<file path="src/rtl/sreg_pkg.sv">
package sreg_pkg;
  localparam int DW = 8;
  localparam int AW = 2;

  typedef enum logic [AW-1:0] {
    OFF_DATA = 2'd0,
    OFF_STAT = 2'd1,
    OFF_CMD  = 2'd2,
    OFF_CTRL = 2'd3
  } off_e;

  localparam int ST_OVR   = 2;
  localparam int ST_RXF   = 3;
  localparam int ST_TXE   = 4;
  localparam int CMD_RXIE = 1;
  localparam int CMD_TXIE = 2;
endpackage

</file>
<file path="src/rtl/sreg_tx.sv">
module sreg_tx #(
  parameter int DW = sreg_pkg::DW
) (
  input  logic          clk_i,
  input  logic          rst_ni,
  input  logic          srst_i,
  input  logic          wr_i,
  input  logic [DW-1:0] wdata_i,
  input  logic          ready_i,
  output logic [DW-1:0] data_o,
  output logic          valid_o,
  output logic          empty_o
);
  logic [DW-1:0] data_q;
  logic          empty_q;

  always_ff @(posedge clk_i or negedge rst_ni) begin
    if (!rst_ni) begin
      data_q  <= '0;
      empty_q <= 1'b1;
    end else if (srst_i) begin
      data_q  <= '0;
      empty_q <= 1'b1;
    end else if (wr_i) begin
      data_q  <= wdata_i;
      empty_q <= 1'b0;
    end else if (!empty_q && ready_i) begin
      empty_q <= 1'b1;
    end
  end

  assign data_o  = data_q;
  assign valid_o = !empty_q;
  assign empty_o = empty_q;

  a_r2_load: assert property (@(posedge clk_i) disable iff (!rst_ni)
    (wr_i && !srst_i) |=> (valid_o && data_o == $past(wdata_i)));
  a_r3_hold: assert property (@(posedge clk_i) disable iff (!rst_ni)
    (valid_o && !ready_i && !wr_i && !srst_i) |=> (valid_o && $stable(data_o)));
  a_r3_done: assert property (@(posedge clk_i) disable iff (!rst_ni)
    (valid_o && ready_i && !wr_i && !srst_i) |=> (!valid_o && empty_o));
endmodule

</file>
<file path="src/rtl/sreg_rx.sv">
module sreg_rx #(
  parameter int DW = sreg_pkg::DW
) (
  input  logic          clk_i,
  input  logic          rst_ni,
  input  logic          srst_i,
  input  logic          rd_i,
  input  logic          valid_i,
  input  logic [DW-1:0] data_i,
  output logic          ready_o,
  output logic [DW-1:0] data_o,
  output logic          full_o,
  output logic          ovr_o
);
  logic [DW-1:0] data_q;
  logic          full_q, ovr_q;

  always_ff @(posedge clk_i or negedge rst_ni) begin
    if (!rst_ni) begin
      data_q <= '0;
      full_q <= 1'b0;
      ovr_q  <= 1'b0;
    end else if (srst_i) begin
      data_q <= '0;
      full_q <= 1'b0;
      ovr_q  <= 1'b0;
    end else if (valid_i) begin
      // arrival wins over a same-cycle read; that read consumed the old byte
      data_q <= data_i;
      full_q <= 1'b1;
      ovr_q  <= full_q && !rd_i ? 1'b1 : (rd_i ? 1'b0 : ovr_q);
    end else if (rd_i) begin
      full_q <= 1'b0;
      ovr_q  <= 1'b0;
    end
  end

  assign ready_o = 1'b1;
  assign data_o  = data_q;
  assign full_o  = full_q;
  assign ovr_o   = ovr_q;

  a_r4_capture: assert property (@(posedge clk_i) disable iff (!rst_ni)
    (valid_i && !srst_i) |=> (full_o && data_o == $past(data_i)));
  a_r5_overrun: assert property (@(posedge clk_i) disable iff (!rst_ni)
    (valid_i && full_o && !rd_i && !srst_i) |=> ovr_o);
  a_r6_clear: assert property (@(posedge clk_i) disable iff (!rst_ni)
    (rd_i && !valid_i) |=> (!full_o && !ovr_o));
  a_r5_ovr_needs_full: assert property (@(posedge clk_i) disable iff (!rst_ni)
    ovr_o |-> full_o);
endmodule

</file>
<file path="src/rtl/sreg_cfg.sv">
module sreg_cfg #(
  parameter int DW = sreg_pkg::DW
) (
  input  logic          clk_i,
  input  logic          rst_ni,
  input  logic          srst_i,
  input  logic          cmd_wr_i,
  input  logic          ctrl_wr_i,
  input  logic [DW-1:0] wdata_i,
  input  logic          rx_full_i,
  input  logic          tx_empty_i,
  output logic [DW-1:0] cmd_o,
  output logic [DW-1:0] ctrl_o,
  output logic          irq_o
);
  import sreg_pkg::*;
  logic [DW-1:0] cmd_q, ctrl_q;

  always_ff @(posedge clk_i or negedge rst_ni) begin
    if (!rst_ni) begin
      cmd_q  <= '0;
      ctrl_q <= '0;
    end else if (srst_i) begin
      cmd_q  <= '0;
      ctrl_q <= '0;
    end else begin
      if (cmd_wr_i)  cmd_q  <= wdata_i;
      if (ctrl_wr_i) ctrl_q <= wdata_i;
    end
  end

  assign cmd_o  = cmd_q;
  assign ctrl_o = ctrl_q;
  assign irq_o  = (cmd_q[CMD_RXIE] & rx_full_i) | (cmd_q[CMD_TXIE] & tx_empty_i);

  a_r8_cmd_hold: assert property (@(posedge clk_i) disable iff (!rst_ni)
    (!cmd_wr_i && !srst_i) |=> $stable(cmd_o));
  a_r10_ctrl_hold: assert property (@(posedge clk_i) disable iff (!rst_ni)
    (!ctrl_wr_i && !srst_i) |=> $stable(ctrl_o));
endmodule

</file>
<file path="src/rtl/serial_regs.sv">
module serial_regs #(
  parameter int DW = sreg_pkg::DW,
  parameter int AW = sreg_pkg::AW
) (
  input  logic          clk_i,
  input  logic          rst_ni,
  input  logic          we_i,
  input  logic          re_i,
  input  logic [AW-1:0] addr_i,
  input  logic [DW-1:0] wdata_i,
  output logic [DW-1:0] rdata_o,
  output logic [DW-1:0] tx_data_o,
  output logic          tx_valid_o,
  input  logic          tx_ready_i,
  input  logic [DW-1:0] rx_data_i,
  input  logic          rx_valid_i,
  output logic          rx_ready_o,
  output logic          irq_o
);
  import sreg_pkg::*;

  logic          srst, data_wr, data_rd, cmd_wr, ctrl_wr;
  logic          tx_empty, rx_full, rx_ovr;
  logic [DW-1:0] rx_data, cmd_q, ctrl_q, status;

  assign srst    = we_i && (addr_i == OFF_STAT);
  assign data_wr = we_i && (addr_i == OFF_DATA);
  assign data_rd = re_i && (addr_i == OFF_DATA);
  assign cmd_wr  = we_i && (addr_i == OFF_CMD);
  assign ctrl_wr = we_i && (addr_i == OFF_CTRL);

  sreg_tx #(.DW(DW)) u_tx (
    .clk_i, .rst_ni, .srst_i(srst), .wr_i(data_wr), .wdata_i,
    .ready_i(tx_ready_i), .data_o(tx_data_o), .valid_o(tx_valid_o), .empty_o(tx_empty)
  );

  sreg_rx #(.DW(DW)) u_rx (
    .clk_i, .rst_ni, .srst_i(srst), .rd_i(data_rd), .valid_i(rx_valid_i),
    .data_i(rx_data_i), .ready_o(rx_ready_o), .data_o(rx_data), .full_o(rx_full), .ovr_o(rx_ovr)
  );

  sreg_cfg #(.DW(DW)) u_cfg (
    .clk_i, .rst_ni, .srst_i(srst), .cmd_wr_i(cmd_wr), .ctrl_wr_i(ctrl_wr), .wdata_i,
    .rx_full_i(rx_full), .tx_empty_i(tx_empty), .cmd_o(cmd_q), .ctrl_o(ctrl_q), .irq_o
  );

  always_comb begin
    status         = '0;
    status[ST_OVR] = rx_ovr;
    status[ST_RXF] = rx_full;
    status[ST_TXE] = tx_empty;
  end

  always_comb begin
    unique case (addr_i)
      OFF_DATA: rdata_o = rx_data;
      OFF_STAT: rdata_o = status;
      OFF_CMD:  rdata_o = cmd_q;
      default:  rdata_o = ctrl_q;
    endcase
  end

  a_r11_soft_reset: assert property (@(posedge clk_i) disable iff (!rst_ni)
    srst |=> (!tx_valid_o && !irq_o));
  a_r7_status_zero: assert property (@(posedge clk_i) disable iff (!rst_ni)
    (addr_i == OFF_STAT) |-> (rdata_o[7:5] == 3'b0 && rdata_o[1:0] == 2'b0));
  a_r12_strobes: assert property (@(posedge clk_i) disable iff (!rst_ni)
    !(we_i && re_i));
  a_r9_irq_quiet: assert property (@(posedge clk_i) disable iff (!rst_ni)
    (!rx_full && !tx_empty) |-> !irq_o);
endmodule

</file>
<file path="config.mk">
export PLATFORM = sky130hd
export DESIGN_NAME = serial_regs
export DESIGN_NICKNAME = d
export VERILOG_FILES = /design/src/rtl/sreg_pkg.sv /design/src/rtl/sreg_tx.sv /design/src/rtl/sreg_rx.sv /design/src/rtl/sreg_cfg.sv /design/src/rtl/serial_regs.sv
export SDC_FILE = /design/constraint.sdc
export NUM_CORES = 1
export LEC_CHECK = 0
export BUFFER_PORTS_ARGS = -buffer_cell sky130_fd_sc_hd__buf_2
export CAP_MARGIN = 30
export CORE_MARGIN = 8
export CORE_UTILIZATION = 25
export DETAILED_ROUTE_END_ITERATION = 6
export GPL_TIMING_DRIVEN = 0
export MAX_ROUTING_LAYER = met4
export PLACE_DENSITY = 0.47
export SYNTH_ARGS = -nofsm -noshare
export SYNTH_HDL_FRONTEND = slang
export SYNTH_SLANG_ARGS = --single-unit
</file>
<file path="constraint.sdc">
create_clock -name clk_i -period 1.5 [get_ports clk_i]
set_clock_uncertainty 0.15 [all_clocks]
set_input_delay 0.225 -clock clk_i [delete_from_list [all_inputs] [get_ports clk_i]]
set_output_delay 0.225 -clock clk_i [all_outputs]
set_load 0.1 [all_outputs]
</file>
# Word level (Yosys, flattened, before mapping)
# Index checks and enable logic that the tools add are counted.
dict set report classes {
  muxes 19
  eq_ne 3
  reduce_logical 16
  n_bitwise 3
}
# op n
set op_table {}
lappend op_table {{8-bit 2-to-1 mux} 8}
lappend op_table {{8-bit case mux with 3 select lines} 1}
lappend op_table {{1-bit 2-to-1 mux} 10}
lappend op_table {{2-bit nonzero test} 4}
lappend op_table {{1-bit logical AND} 7}
lappend op_table {{3-bit nonzero test} 2}
lappend op_table {{2-bit == test (second input constant)} 2}
lappend op_table {{1-bit bitwise AND} 2}
lappend op_table {{2-bit by 1-bit == test with 1-bit output (second input constant)} 1}
lappend op_table {{1-bit zero test} 2}
lappend op_table {{2-bit zero test} 1}
lappend op_table {{1-bit bitwise OR} 1}
dict set report totals {
  out_inout_bits 19
  register_bits 35
  elab_cells 48
  in_bits 24
}

# Depth between registers and ports, before layout
# Gate-level depths: netlist of run 1.
dict set report logic_depth {
  depth_word 7
  mapped_depth 4
  mapped_depth_nobuf 2
}

# Hierarchy
# From an unflattened synthesis of run 1, not the netlist that was laid out.
dict set report unflattened {
  cells_unflattened 140
  area_unflattened_um2 1697.9
}
# module cells_each seq_area_each_um2 n_inst area_per_inst_um2
set by_module_without_submodules {}
lappend by_module_without_submodules {sreg_cfg 53 400.4 1 668.1}
lappend by_module_without_submodules {sreg_rx 35 250.2 1 412.9}
lappend by_module_without_submodules {sreg_tx 30 226.5 1 367.9}
lappend by_module_without_submodules {serial_regs 22 0.0 1 249.0}

# Least setup slack after synthesis of run 1
# Ideal clock, no wire load.
dict set report synth_path {
  path_type {flip-flop to output port}
  from {register u_tx.empty_q, in the netlist u_tx.empty_o}
  to {output port irq_o}
  path_buffers 0
  setup_slack_ns -2.040
  t_required_ns 1.125
  stages_incl_launch_ff 3
  arrival_ns 3.165
  path_cell_list {dfstp_2 -> inv_1 -> o21ai_0}
}
dict set report synth_via {
  elab_chain_cells 2
}
# element line_no
set synth_rtl {}
lappend synth_rtl {{start: declaration} sreg_tx.sv:15} ;# logic empty_q;
lappend synth_rtl {{start signal: assignment} sreg_tx.sv:20} ;# empty_q <= 1'b1;
lappend synth_rtl {{start signal: assignment} sreg_tx.sv:23} ;# empty_q <= 1'b1;
lappend synth_rtl {{start signal: assignment} sreg_tx.sv:26} ;# empty_q <= 1'b0;
lappend synth_rtl {{1-bit bitwise AND} sreg_cfg.sv:34} ;# assign irq_o = (cmd_q[CMD_RXIE] & rx_full_i) | (cmd_q[CMD_TXIE] & tx_empty_i);
lappend synth_rtl {{1-bit bitwise OR} sreg_cfg.sv:34}
lappend synth_rtl {{end: declaration} serial_regs.sv:18} ;# output logic irq_o
# No other way between the ends.

# Worst setup path in the final report of run 1
dict set report layout_path {
  from {register u_cfg.ctrl_q[4], in the netlist u_cfg.ctrl_o[4]}
  to {output port rdata_o[4]}
}
dict set report layout_via {
  elab_chain_cells 1
}
# element line_no
set layout_rtl {}
lappend layout_rtl {{start: declaration} sreg_cfg.sv:17} ;# logic [DW-1:0] cmd_q, ctrl_q;
lappend layout_rtl {{start signal: assignment} sreg_cfg.sv:28} ;# if (ctrl_wr_i) ctrl_q <= wdata_i;
lappend layout_rtl {{8-bit case mux with 3 select lines} serial_regs.sv:55} ;# unique case (addr_i)
lappend layout_rtl {{end: declaration} serial_regs.sv:11} ;# output logic [DW-1:0] rdata_o,
# No other way between the ends.

==> summary.md, run 1 <==
| Metric | Value |
|---|---|
| Kind of end point of the critical path | `output pin` |
| Status | `finished, violations left` |
| Syn_area_per_cell | `about 11 um2` |
| Clk sink count | `35` |
| CP arrival | `roughly 1.4 ns` |
| Yosys warns | `0` |
| Gpl congestion | `0.787` |
| Share of layout cells above drive strength 1 | `40.8%` |
| Fin crit share | `116%` |
| Residual DRC | `0` |
| Fill cells | `approximately 760` |
| Critical Path Max Stage Delay | `0.51 ns` |
| Startpoint types | `flip-flop` |
| Ordered cell list for the critical path | `mux4_2, buf_12` |
| Antenna violations before repair | `0` |
| Post-DR wirelength/cell | `15.3 um` |
| Die Footprint | `roughly 0.010 mm2` |
| Seq/Total Area, Yosys | `48.6%` |
| Failing checks | `setup timing` |
| Area growth from synthesis to layout | `46.2%` |
| EDFF count, synth | `0` |
| Ports | `43` |
| DR vias | `about 1500` |
| Top-count cell post-synth | `dfrtp_1` |
| Worst setup path class | `reg2out` |
| I/O Buffers | `40` |
| Die H | `101 um` |
| Critical path fanouts, max | `2` |
| Largest net degree at the start of global routing | `36` |
| Worst vdd ir | `around 0.35 mV` |
| Setup WS pre-CTS | `-0.263 ns` |
| Initial DRC count | `54` |
| Netlist area before placement | `0.00180 mm2` |
| DRT Pass-1 Iters | `4` |
| Yosys top cell area share | `47.2%` |
| Fmax achieved | `577 MHz` |
| Worst path slowest cell | `mux4_2` |
| Synth Net Count | `194` |
| Global-route wire length before repair | `between 8000 and 9000 um` |
| Setup-failing EPs final | `9` |
| Total Routing Usage GR | `roughly 11%` |
| Vias/cell | `4.42` |
| Final net count | `between 200 and 300` |
| Final hold vios | `0` |
| Setup ws final | `-0.234 ns` |
| Top cells by area, synth | `dfrtp_1 47%, mux2i_1 7.2%, mux2_1 4.4%` |
| RSZ-0062 raised after global routing | `yes` |
| CTS tree | `done` |
| Overall routed net length | `around 5100 um` |
| Synthesized flop and latch total | `35` |
| Synth cell count leaders | `34 x dfrtp_1, 18 x inv_1, 13 x mux2i_1` |
| # diodes | `0` |
| Post-route ant nets | `0` |
| Final hold slack | `around 0.03 ns` |
| Final Max Slew Viols | `0` |
| Synth async-reset ratio | `100%` |
| Initial Utilization | `between 20 and 30%` |
| CTS Buffer Depth | `2` |
| Synth cell types | `30` |
| Worst slew pin tran | `slightly above 0.8 ns` |
| Pleak | `about 1.2 nW` |
| GR Overflow Total | `0` |
| Die Wd | `about 100 um` |
| Critical Path RT | `approximately 1.1 ns` |
| # rows | `31` |
| Synth Instances | `170` |
| Clk pin slew, worst setup/hold paths | `about 0.070 ns` |
| Core Area | `around 0.0071 mm2` |
| Fin crit period | `~1.7 ns` |
| PD cells | `about 1200 mW/mm2` |
| HP Class | `in2reg` |
| Clk root buf | `clkbuf_8` |
| Post-DP HPWL | `between 3000 and 4000 um` |
| Yosys top cell by area | `dfrtp_1` |
| Clock Latency Late Sink | `around 0.28 ns` |
| Vias in the first global route | `approximately 1600` |
| Main synth FF type | `dfrtp_1` |
| H-tree depth | `2` |
| Total CTS buffers | `5` |
| Max-slew headroom | `~45%` |
| Max_cap viols | `0` |
[cell usage in the layout (no fill, tap or decap), types with 2 or more instances in the layout]
cell type  netlist  routed
buf_2            6      34
dfrtp_1         34      34
buf_4            2      16
inv_1           18      16
nor2_1          11      10
nand2_1          9       9
buf_12           0       9
nor2b_1          8       8
nand4_1          8       8
o21ai_0          9       8
nand3_1          8       8
o221ai_1         8       8
mux2i_1         13       8
mux2_1           7       7
buf_6            5       6
o2bb2ai_4        0       5
clkbuf_8         0       5
mux2i_2          0       3
mux4_2           3       3
clkbuf_1         1       3
buf_8            0       2
mux2i_4          0       2
mux2_2           2       2
a21oi_1          2       2
[cell type report]
| class | instances | area (um2) | share of cell area, % |
|---|---|---|---|
| buffer | 15 | 123 | 4.65 |
| clock inverter | 1 | 5.00 | 0.190 |
| tap | 99 | 124 | 4.70 |
| multi-input combinational | 102 | 900 | 34.1 |
| inverter | 18 | 70.1 | 2.66 |
| sequential | 35 | 877 | 33.3 |
| timing repair buffer | 55 | 463 | 17.6 |
| clock buffer | 7 | 76.3 | 2.89 |
[worst paths after layout]
path	depth (start not counted)	slack [ns]	end	startpoint
min	3	0.03	u_rx.data_o[4]	rx_data_i[4]
min reg2reg	1	0.33	u_tx.data_o[2]	u_tx.data_o[2]
min in group asynchronous	2	0.42	u_rx.data_o[3]	rst_ni
max in group asynchronous	2	0.26	u_cfg.cmd_o[1]	rst_ni
max reg2reg	4	0.39	u_cfg.cmd_o[4]	u_cfg.cmd_o[4]
max	2	-0.23	rdata_o[4]	u_cfg.ctrl_o[4]
[routing by layer]
layer  part of all wire [%]  vias up  track usage, %
met4                    1.2        0            3.09
li1                       -      711               -
met3                    4.2        7            3.18
met1                     45      719            12.7
met5                      0        -               -
met2                     50       30            17.7
[where the power goes]
group	internal (mW)	leakage [nW]	total [mW]	switching, mW
Clock	0.326	0.0422	0.664	0.338
Combinational	0.451	0.721	1.27	0.815
Sequential	1.07	0.438	1.15	0.0814
[what timing repair did]
action | in CTS | in global routing
cloned | 0 | 0
endpoints found under the setup margin | 10 | 9
pin swaps | 2 | 1
buffers inserted | 13 | 1
hold buffers | 1 | 0
resized for setup | 50 | 0
hold endpoints to repair | 34 | 0
[state kept, by name, indices dropped and copies added, names as in the netlist]
signal,count
u_cfg.cmd_o,8
u_cfg.ctrl_o,8
u_rx.data_o,8
u_rx.full_o,1
u_rx.ovr_o,1
u_tx.data_o,8
u_tx.empty_o,1
[cells by family (layout without fill, tap and decap cells)]
group | Yosys count | after routing | synth area share (%)
DFF | 35 | 35 | 48.6
other | 1 | 1 | 0.208
AOI/OAI and AO/OA | 26 | 26 | 10.2
muxes | 25 | 25 | 16.6
buffers and inverters | 33 | 96 | 9.78
and+or+nand+nor | 50 | 50 | 14.6
[metrics by stage]
step           total power [mW]  cells  area (um2)  utilization, %  setup TNS, ns
2_1_floorplan              1.98    170        1930               -         -0.572
3_3_place_gp               2.18    309        2250            31.5          -1.88
3_5_place_dp               2.18    309        2250            31.5          -1.84
4_1_cts                    3.11    331        2630            36.9          -1.12
5_1_grt                    3.23    332        2640            37.0          -1.43
6_report                   3.08    332        2640            37.0         -0.998
[critical path: cells and delay by family, from the launching register on]
| kind | cells | cell delay [ns] |
|---|---|---|
| buf+inv | 1 | 0.19 |
| flops | 1 | 0.37 |
| mux | 1 | 0.51 |
(Power assumes the default switching activity.)
==> inputs of run 2 (changes only) <==
--- a/config.mk
+++ b/config.mk
@@ -13,6 +13,7 @@
 export GPL_TIMING_DRIVEN = 0
 export MAX_ROUTING_LAYER = met4
 export PLACE_DENSITY = 0.47
+export RECOVER_POWER = 25
 export SYNTH_ARGS = -nofsm -noshare
 export SYNTH_HDL_FRONTEND = slang
 export SYNTH_SLANG_ARGS = --single-unit
==> run 2 against run 1 <==
The flow still finishes with violations (setup timing). Critical endpoint unchanged. Register-to-register slack about the same. Setup slack hardly changed. Hold slack better by 0.00089 ns. Via count is essentially flat. Sequential power hardly changed. Final area shrank 0.47%. Fmax hardly changed. Clock-buffer cell count did not move. First-iteration DRC count shrank 7.4%. Non-clock buffer count did not move. Wire length decreased by 0.28%.
==> summary.md, run 2 (same netlist as run 1, synthesis figures left out) <==
| Metric | Value |
|---|---|
| Worst vdd ir | `0.347 mV (about the same)` |
| PD cells | `1170 mW/mm2 (+0.30%)` |
| Top delay family on crit path | `multiplexers` |
| Antenna violations before repair | `0 (unchanged)` |
| FF-to-FF Start | `u_cfg.cmd_o[4]` |
| Post-route ant nets | `0 (unchanged)` |
| Fin crit share | `116% (about the same)` |
| Setup tns final | `-0.986 ns (+0.0119 ns)` |
| # rows | `31 (unchanged)` |
| Sequential Area | `877 um2 (unchanged)` |
| Final net count | `256 (unchanged)` |
| Fill cells | `765 (+0.53%)` |
| Setup ws final | `-0.234 ns (+0.000333 ns)` |
| Worst setup path class | `reg2out` |
| Largest net degree at the start of global routing | `36 (unchanged)` |
| CP arrival | `1.36 ns (about the same)` |
| Clock Latency Late Sink | `0.28 ns (about the same)` |
| Total CTS buffers | `5 (unchanged)` |
| GR Overflow Total | `0 (unchanged)` |
| Max-slew headroom | `45.5% (+0.17 points)` |
| Failing checks | `setup timing` |
| Ordered cell list for the critical path | `mux4_2, buf_12` |
| Buf/Inv on CP | `1 (unchanged)` |
| Final hold vios | `0 (unchanged)` |
| Max_cap viols | `0 (unchanged)` |
| DRT Pass-1 Iters | `4 (unchanged)` |
| Initial Utilization | `25.3% (unchanged)` |
| Overall routed net length | `5060 um (-0.28%)` |
| Area growth from synthesis to layout | `45.5%` |
| Fmax achieved | `577 MHz (about the same)` |
| Gpl congestion | `0.787 (unchanged)` |
| Startpoint types | `flip-flop` |
| CP startpoint | `u_cfg.ctrl_o[4]` |
| H-tree depth | `2 (unchanged)` |
| Fin crit period | `1.73 ns (-0.000333 ns)` |
| Pleak | `1.19 nW (-0.92%)` |
| Final Max Slew Viols | `0 (unchanged)` |
| Residual DRC | `0 (unchanged)` |
| Critical Path RT | `1.12 ns (about the same)` |
| Hold path startpoint | `rx_data_i[4]` |
| Die Wd | `101 um (unchanged)` |
| Setup WS pre-CTS | `-0.263 ns (unchanged)` |
| Footprint of the multi-input gates | `900 um2 (unchanged)` |
| Vias/cell | `4.42 (about the same)` |
| Critical path fanouts, max | `2 (unchanged)` |
| Post-DR wirelength/cell | `15.2 um (-0.28%)` |
| Most common cell after layout, fill and taps aside | `dfrtp_1` |
| Setup-failing EPs final | `9 (unchanged)` |
| RSZ-0062 raised after global routing | `yes` |
| Clk root buf | `clkbuf_8` |
| Worst path slowest cell | `mux4_2` |
| Initial DRC count | `50 (-7.4%)` |
| Clk sink count | `35 (unchanged)` |
| Commonest cells after routing, fill and taps aside | `34 x dfrtp_1, 32 x buf_2, 16 x inv_1, 15 x buf_4, 10 x nor2_1` |
| Die Footprint | `0.0102 mm2 (unchanged)` |
| CTS Buffer Depth | `2 (unchanged)` |
| Worst slew pin tran | `0.817 ns (-0.00259 ns)` |
| CTS tree | `done` |
| Post-DP HPWL | `3550 um (unchanged)` |
| Vias in the first global route | `1631 (unchanged)` |
| Clk pin slew, worst setup/hold paths | `0.07 ns (about the same)` |
| Critical Path Max Stage Delay | `0.51 ns (about the same)` |
| # diodes | `0 (unchanged)` |
| HP Class | `in2reg` |
| Core Area | `0.00714 mm2 (unchanged)` |
| Global-route wire length before repair | `8270 um (unchanged)` |
| Die H | `101 um (unchanged)` |
| DR vias | `1468 (+0.068%)` |
| Total Routing Usage GR | `10.8% (unchanged)` |
| Ports | `43 (unchanged)` |
| Status | `finished, violations left` |
| Kind of end point of the critical path | `output pin` |
| I/O Buffers | `40 (unchanged)` |
| Share of layout cells above drive strength 1 | `39.5% (-1.3 points)` |
[run 2: cell count changes in the layout (fill, tap and decap cells not counted), sizes merged]
cell / before / now
buf: 68 / 64
clkbuf: 8 / 12
[run 2: worst min-delay path, cell delays in order]
cell and delay (ns):
buf_2 0.07, mux2i_1 0.05, nor2_1 0.08
[run 2: final cells by class]
type / count / area share [%]
flip-flops and latches: 35 / 33.4
clock inverters: 1 / 0.191
plain buffers: 15 / 4.24
inverters: 18 / 2.67
multi-input cells: 102 / 34.3
clock buffers: 7 / 2.91
well taps: 99 / 4.72
repair buffers: 55 / 17.6
[run 2: per-layer routing]
| layer | share of wire [%] | track usage [%] |
|---|---|---|
| met2 | 50 | 17.7 |
| met1 | 45 | 12.7 |
| met5 | 0 | - |
| met4 | 1.2 | 3.09 |
| met3 | 3.9 | 3.18 |
[run 2: what timing repair did]
action                                  4_1_cts  5_1_grt
setup buffers                                13        1
gates resized for setup                      50        0
pin swaps                                     2        1
endpoints found under the setup margin       10        9
hold endpoints to repair                     34        0
hold buffers                                  1        0
[run 2: path summary, 6_finish.rpt]
kind | endpoint | cells past startpoint | slack [ns]
worst max register to register | u_cfg.cmd_o[4] | 4 | 0.39
worst min-delay path | u_rx.data_o[4] | 3 | 0.03
min in group asynchronous | u_rx.data_o[3] | 2 | 0.42
max in group asynchronous | u_cfg.cmd_o[1] | 2 | 0.26
worst max-delay path | rdata_o[4] | 2 | -0.23
worst min register to register | u_tx.data_o[2] | 1 | 0.33
[run 2: power breakdown]
part           switching [mW]  internal (mW)
clock                   0.337          0.326
sequential             0.0815           1.07
combinational           0.814          0.447
[run 2: through the flow]
stage / cell area, um2 / total power [mW] / utilization [%] / std cells / hold slack, ns
finish: 2630 / 3.07 / 36.8 / 332 / 0.0301
global route: 2630 / 3.23 / 36.8 / 332 / 0.0396
CTS: 2630 / 3.11 / 36.9 / 331 / 0.0229
detailed placement: 2250 / 2.18 / 31.5 / 309 / 0.228
global placement: 2250 / 2.18 / 31.5 / 309 / 0.240
floorplan: 1930 / 1.98 / - / 170 / -0.221
